===== config.mk =====
export PLATFORM = sky130hd
export DESIGN_NAME = cap_channel
export DESIGN_NICKNAME = d
export VERILOG_FILES = /design/src/rtl/cap_pkg.sv /design/src/rtl/cap_sync.sv /design/src/rtl/cap_filter.sv /design/src/rtl/cap_edge.sv /design/src/rtl/cap_channel.sv
export SDC_FILE = /design/constraint.sdc
export NUM_CORES = 1
export LEC_CHECK = 0
export BUFFER_PORTS_ARGS = -buffer_cell sky130_fd_sc_hd__buf_2
export CAP_MARGIN = 5
export CORE_MARGIN = 1.5
export CORE_UTILIZATION = 53
export CTS_CLUSTER_SIZE = 40
export DETAILED_ROUTE_END_ITERATION = 10
export GPL_ROUTABILITY_DRIVEN = 0
export HOLD_SLACK_MARGIN = 0.06
export MAX_ROUTING_LAYER = met4
export PLACE_DENSITY = 0.92
export SETUP_SLACK_MARGIN = 0.4
export SLEW_MARGIN = 20
export SYNTH_ARGS = -nofsm -noshare
export SYNTH_HDL_FRONTEND = slang
export SYNTH_SLANG_ARGS = --single-unit

===== constraint.sdc =====
create_clock -name clk -period 2.95 [get_ports clk]
set_clock_uncertainty 0.2 [all_clocks]
set_input_delay 0.59 -clock clk [delete_from_list [all_inputs] [get_ports clk]]
set_output_delay 0.59 -clock clk [all_outputs]
set_load 0.02 [all_outputs]

===== src/rtl/cap_pkg.sv =====
package cap_pkg;
  localparam int DW = 8;
  localparam logic [2:0] ADDR_CTRL = 3'd0;
  localparam logic [2:0] ADDR_STAT = 3'd1;
  localparam logic [2:0] ADDR_CAP0 = 3'd2;

  typedef struct packed {
    logic irq_en;
    logic fall_en;
    logic rise_en;
  } ctrl_t;
endpackage


===== src/rtl/cap_sync.sv =====
module cap_sync #(
  parameter int STAGES = 2
) (
  input  logic clk,
  input  logic rst,
  input  logic d_i,
  output logic q_o
);
  logic [STAGES-1:0] chain_q;

  always_ff @(posedge clk) begin
    if (rst) chain_q <= '0;
    else     chain_q <= {chain_q[STAGES-2:0], d_i};
  end

  assign q_o = chain_q[STAGES-1];
endmodule


===== src/rtl/cap_filter.sv =====
module cap_filter #(
  parameter int FILT_LEN = 2
) (
  input  logic clk,
  input  logic rst,
  input  logic din_i,
  output logic lvl_o
);
  localparam int CNTW = $clog2(FILT_LEN + 1);

  logic            lvl_q;
  logic [CNTW-1:0] cnt_q;

  always_ff @(posedge clk) begin
    if (rst) begin
      lvl_q <= 1'b0;
      cnt_q <= '0;
    end else if (din_i == lvl_q) begin
      cnt_q <= '0;
    end else if (cnt_q == CNTW'(FILT_LEN - 1)) begin
      lvl_q <= din_i;
      cnt_q <= '0;
    end else begin
      cnt_q <= cnt_q + 1'b1;
    end
  end

  assign lvl_o = lvl_q;

  // a new filtered level must have been present at the input for two cycles
  a_r6_stable_before_change: assert property (@(posedge clk) disable iff (rst)
    !$stable(lvl_q) |-> ($past(din_i) == lvl_q && $past(din_i, 2) == lvl_q));
endmodule


===== src/rtl/cap_edge.sv =====
module cap_edge (
  input  logic       clk,
  input  logic       rst,
  input  logic       lvl_i,
  input  logic [1:0] sel_i,
  output logic       fire_o
);
  logic lvl_d;

  always_ff @(posedge clk) begin
    if (rst) lvl_d <= 1'b0;
    else     lvl_d <= lvl_i;
  end

  assign fire_o = (sel_i[0] & lvl_i & ~lvl_d) | (sel_i[1] & ~lvl_i & lvl_d);

  // no selection means no capture
  a_r3_no_select_no_fire: assert property (@(posedge clk) disable iff (rst)
    (sel_i == 2'b00) |-> !fire_o);
endmodule


===== src/rtl/cap_channel.sv =====
module cap_channel
  import cap_pkg::*;
#(
  parameter int CW       = 16,
  parameter int AW       = 3,
  parameter int FILT_LEN = 2,
  parameter int SYNC_LEN = 2
) (
  input  logic          clk,
  input  logic          rst,
  input  logic          pin_i,
  input  logic [CW-1:0] count_i,
  input  logic          wr_en_i,
  input  logic [AW-1:0] wr_addr_i,
  input  logic [DW-1:0] wr_data_i,
  input  logic [AW-1:0] rd_addr_i,
  output logic [DW-1:0] rd_data_o,
  output logic          irq_o
);
  localparam int NB = CW / DW;

  logic          pin_sync, pin_lvl, fire;
  ctrl_t         ctrl_q, ctrl_d;
  logic          flag_q, flag_d, clr;
  logic [CW-1:0] cap_q;
  logic [DW-1:0] rd_mux;
  logic          irq_q;

  cap_sync #(.STAGES(SYNC_LEN)) u_sync (
    .clk(clk), .rst(rst), .d_i(pin_i), .q_o(pin_sync));

  cap_filter #(.FILT_LEN(FILT_LEN)) u_filt (
    .clk(clk), .rst(rst), .din_i(pin_sync), .lvl_o(pin_lvl));

  cap_edge u_edge (
    .clk(clk), .rst(rst), .lvl_i(pin_lvl),
    .sel_i({ctrl_q.fall_en, ctrl_q.rise_en}), .fire_o(fire));

  assign clr = wr_en_i && (wr_addr_i == AW'(ADDR_STAT)) && wr_data_i[0];

  always_comb begin
    ctrl_d = ctrl_q;
    if (wr_en_i && wr_addr_i == AW'(ADDR_CTRL)) ctrl_d = ctrl_t'(wr_data_i[2:0]);
    flag_d = fire ? 1'b1 : (clr ? 1'b0 : flag_q);
  end

  always_ff @(posedge clk) begin
    if (rst) begin
      ctrl_q <= '0;
      flag_q <= 1'b0;
      cap_q  <= '0;
      irq_q  <= 1'b0;
    end else begin
      ctrl_q <= ctrl_d;
      flag_q <= flag_d;
      irq_q  <= flag_d & ctrl_d.irq_en;
      if (fire) cap_q <= count_i;
    end
  end

  always_comb begin
    rd_mux = '0;
    if (rd_addr_i == AW'(ADDR_CTRL)) rd_mux = DW'(ctrl_q);
    if (rd_addr_i == AW'(ADDR_STAT)) rd_mux = DW'({pin_lvl, flag_q});
    for (int k = 0; k < NB; k++) begin
      if (rd_addr_i == AW'(int'(ADDR_CAP0) + k)) rd_mux = cap_q[k*DW +: DW];
    end
  end

  always_ff @(posedge clk) begin
    if (rst) rd_data_o <= '0;
    else     rd_data_o <= rd_mux;
  end

  assign irq_o = irq_q;

  // a capture always leaves the flag set
  a_r4_capture_sets_flag: assert property (@(posedge clk) disable iff (rst)
    fire |=> flag_q);
  // the flag stays set unless software clears it
  a_r4_flag_sticky: assert property (@(posedge clk) disable iff (rst)
    (flag_q && !clr) |=> flag_q);
  // capture beats a simultaneous clear
  a_r9_capture_beats_clear: assert property (@(posedge clk) disable iff (rst)
    (fire && clr) |=> flag_q);
  // without a capture the stored value holds
  a_r3_hold_without_fire: assert property (@(posedge clk) disable iff (rst)
    !fire |=> $stable(cap_q));
  // interrupt request only with flag set
  a_r5_irq_needs_flag: assert property (@(posedge clk) disable iff (rst)
    irq_o |-> flag_q);
endmodule


==> impl_metrics.json <==
{
  "drtAntennaViolNets": 0,
  "instances_no_fill": 209,
  "hpwlAfterDp_um": 2072,
  "postCtsHoldBufs": 0,
  "wl_per_cell_um": 14.02,
  "synth_ff_type": "dfxtp_1",
  "syn2layout_area_growth_pct": 16.26,
  "rsz0062_at_grt": "false",
  "cts_inserted_buffers": 5,
  "yosysMostFrequentCell": "dfxtp_1",
  "cp_max_fo": 18,
  "endpoint_kind": "register",
  "final.fill_count": 200,
  "io_pins": 43,
  "hold_path_depth": 2,
  "grt_max_degree": 31,
  "whs_ns": 0.2406,
  "cap_viol_max_count": 0,
  "rows": 18,
  "worstMarginPinSlew_ns": 0.7034,
  "htree_levels": 2,
  "placedCellCount": 202,
  "rr_startpoint": "u_filt.lvl_o$_SDFFE_PP0P_",
  "synth.distinct_cells": 29,
  "critPathLaunchType": "register",
  "drc": 0,
  "die_w_um": 54.12,
  "tns_ns": 0,
  "syn_nets": 180,
  "fin_nets": 214,
  "slew_headroom_pct": 52.97,
  "worstPathRequired_ns": 2.96,
  "crit_type": "reg2reg",
  "finalHoldViolCount": 0,
  "fmax_mhz": 579.1,
  "die_area_sq_um": 2929,
  "cts_root_buf": "clkbuf_4",
  "cts_max_path_buffers": 2,
  "antenna_found_initial": 0,
  "reg2reg_to": "cap_q[6]$_SDFFE_PP0P_",
  "cts.sinks": 35,
  "dpl_worst_slack_ns": 1.065,
  "power_density_nw_per_um2": 485.2,
  "yosysSeqAreaShare_pct": 50.59,
  "totalPowerFinal_w": 0.0007814,
  "firstDrtPassIters": 4,
  "clock_latency_ns": 0.34,
  "arrival_ns": 1.73,
  "viasPerCell": 5.718,
  "synth_top_area_share_pct": 50.59,
  "drive_gt1_share_pct": 29.05,
  "worstHoldPathType": "in2reg",
  "synth_seq_cells": 35,
  "drt_iter0_drc": 11,
  "synth_edf_count": 0,
  "post-cts-setup-buffers": 0,
  "yosys.area.top_type": "dfxtp_1",
  "portBuffers": 37,
  "fin_crit_ns": 1.727,
  "initial_utilization_pct": 55.91,
  "yosys-top-cells-area": "dfxtp_1 (51%), mux2i_1 (6.5%), a21oi_1 (5.8%), nand3_1 (5.8%), mux2_2 (4.1%)",
  "synth.avg_cell_area_sq_um": 9.552,
  "path_clk_slew_ns": 0.10,
  "synthCells": 145,
  "wl_um": 2930,
  "synthesis.area_sq_um": 1385,
  "seq_area_sq_um": 700.7,
  "whs_endpoint": "rd_data_o[2]$_SDFF_PP0_",
  "rr_worst_depth": 3,
  "ys_warn_count": 0,
  "die_y_um": 54.12,
  "hold_path_startpoint": "rd_addr_i[2]",
  "yosys-top-cells-count": "dfxtp_1 (35), a21oi_1 (16), nand3_1 (16)",
  "gr-total-overflow": 0,
  "setup_slack_ns": 1.223,
  "track_usage_pct": 23.21,
  "setup_viol": 0,
  "grt_pass1_wl_um": 4616,
  "ir_drop_v": 0.0004472,
  "num_antenna_cells": 0,
  "leakage_nw": 0.6484,
  "report.final.slew_viol_count": 0,
  "cts_resized": 0,
  "async_flop_share_pct": 0,
  "multi_input_area_sq_um": 623.1,
  "period_share_pct": 58.53,
  "status": "finished, final reports clean",
  "tritoncts": "yes",
  "core_area_sq_um": 2477,
  "route.vias.total": 1195,
  "regToRegSetupSlack_ns": 1.22,
  "grt_pass1_vias": 1130
}
[area by class of cell]
class                   count  share of cell area (%)
inverters                   2                  0.4662
well taps                  30                   2.331
flip-flops and latches     35                   43.51
clock inverters             1                  0.3108
repair buffers             37                   11.50
multi-input cells          98                   38.69
clock buffers               6                   3.186
[sequential cells by signal, summed over array words and instances (netlist names), 2 cells and up]
name            cells
ctrl_q              3
rd_data_o           8
u_filt.cnt_q        2
cap_q              16
u_sync.chain_q      2
[how the worst max path moves through the flow]
stage / start / end / slack (ns) / depth (start not counted)
floorplan: rd_addr_i[0] / rd_data_o[0]$_SDFF_PP0_ / 1.26 / 4
global placement: wr_addr_i[1] / irq_o$_SDFF_PP0_ / 1.14 / 4
detailed placement: wr_addr_i[1] / irq_o$_SDFF_PP0_ / 1.06 / 4
CTS: u_filt.lvl_o$_SDFFE_PP0P_ / cap_q[6]$_SDFFE_PP0P_ / 1.25 / 3
global route: u_filt.lvl_o$_SDFFE_PP0P_ / cap_q[1]$_SDFFE_PP0P_ / 1.05 / 3
finish: u_filt.lvl_o$_SDFFE_PP0P_ / cap_q[6]$_SDFFE_PP0P_ / 1.22 / 3
[logic make-up after synthesis]
logic type	share of synthesized area, %
compound gates	15.36
xor+xnor	0.6325
fa+ha+maj	0.9032
buf+inv	4.426
flops	50.59
mux	10.57
simple gates	17.52
[power breakdown]
part,switching (W),internal [W]
combinational,0.0000222,0.0000218
clock,0.000150,0.000110
sequential,0.00000196,0.000475
[placed cells by master (no fill, tap or decap)]
master and count:
dfxtp_1 35, nand2b_1 1, mux2i_1 9, xnor2_1 1, mux2_2 5, nand3b_1 1, buf_2 37, nand3b_2 1
a31oi_1 1, clkbuf_8 1, a22oi_1 3, clkinv_2 1, inv_1 2, nor2_1 15, nor2b_1 4, nor3_1 1
or3_1 1, nand2_1 1, nor4b_4 1, o21ai_1 10, a21oi_1 16, a311oi_2 1, ha_1 1, nand3_1 16
and3b_1 2, o41ai_1 1, o21ai_0 6, clkbuf_4 5
[through the flow]
stage | utilization, % | instance area [sq um]
2_1_floorplan | - | 1385
6_report | 65.00 | 1610
5_1_grt | 65.00 | 1610
3_5_place_dp | 62.73 | 1554
3_3_place_gp | 62.73 | 1554
4_1_cts | 65.00 | 1610
[per-layer routing]
metal | up-vias | share of wire, % | track usage, %
met5 | - | 0 | -
met4 | 0 | 1.3 | 13.75
met3 | 5 | 5.7 | 7.500
met2 | 39 | 52 | 39.36
met1 | 570 | 41 | 23.02
li1 | 581 | - | -
[critical path: stages (launching register included)]
cell      delay [ns]
dfxtp_1         0.40
nand3b_1        0.61
nand3_1         0.30
a21oi_1         0.09
No activity file was read; power rests on OpenSTA's default activity.
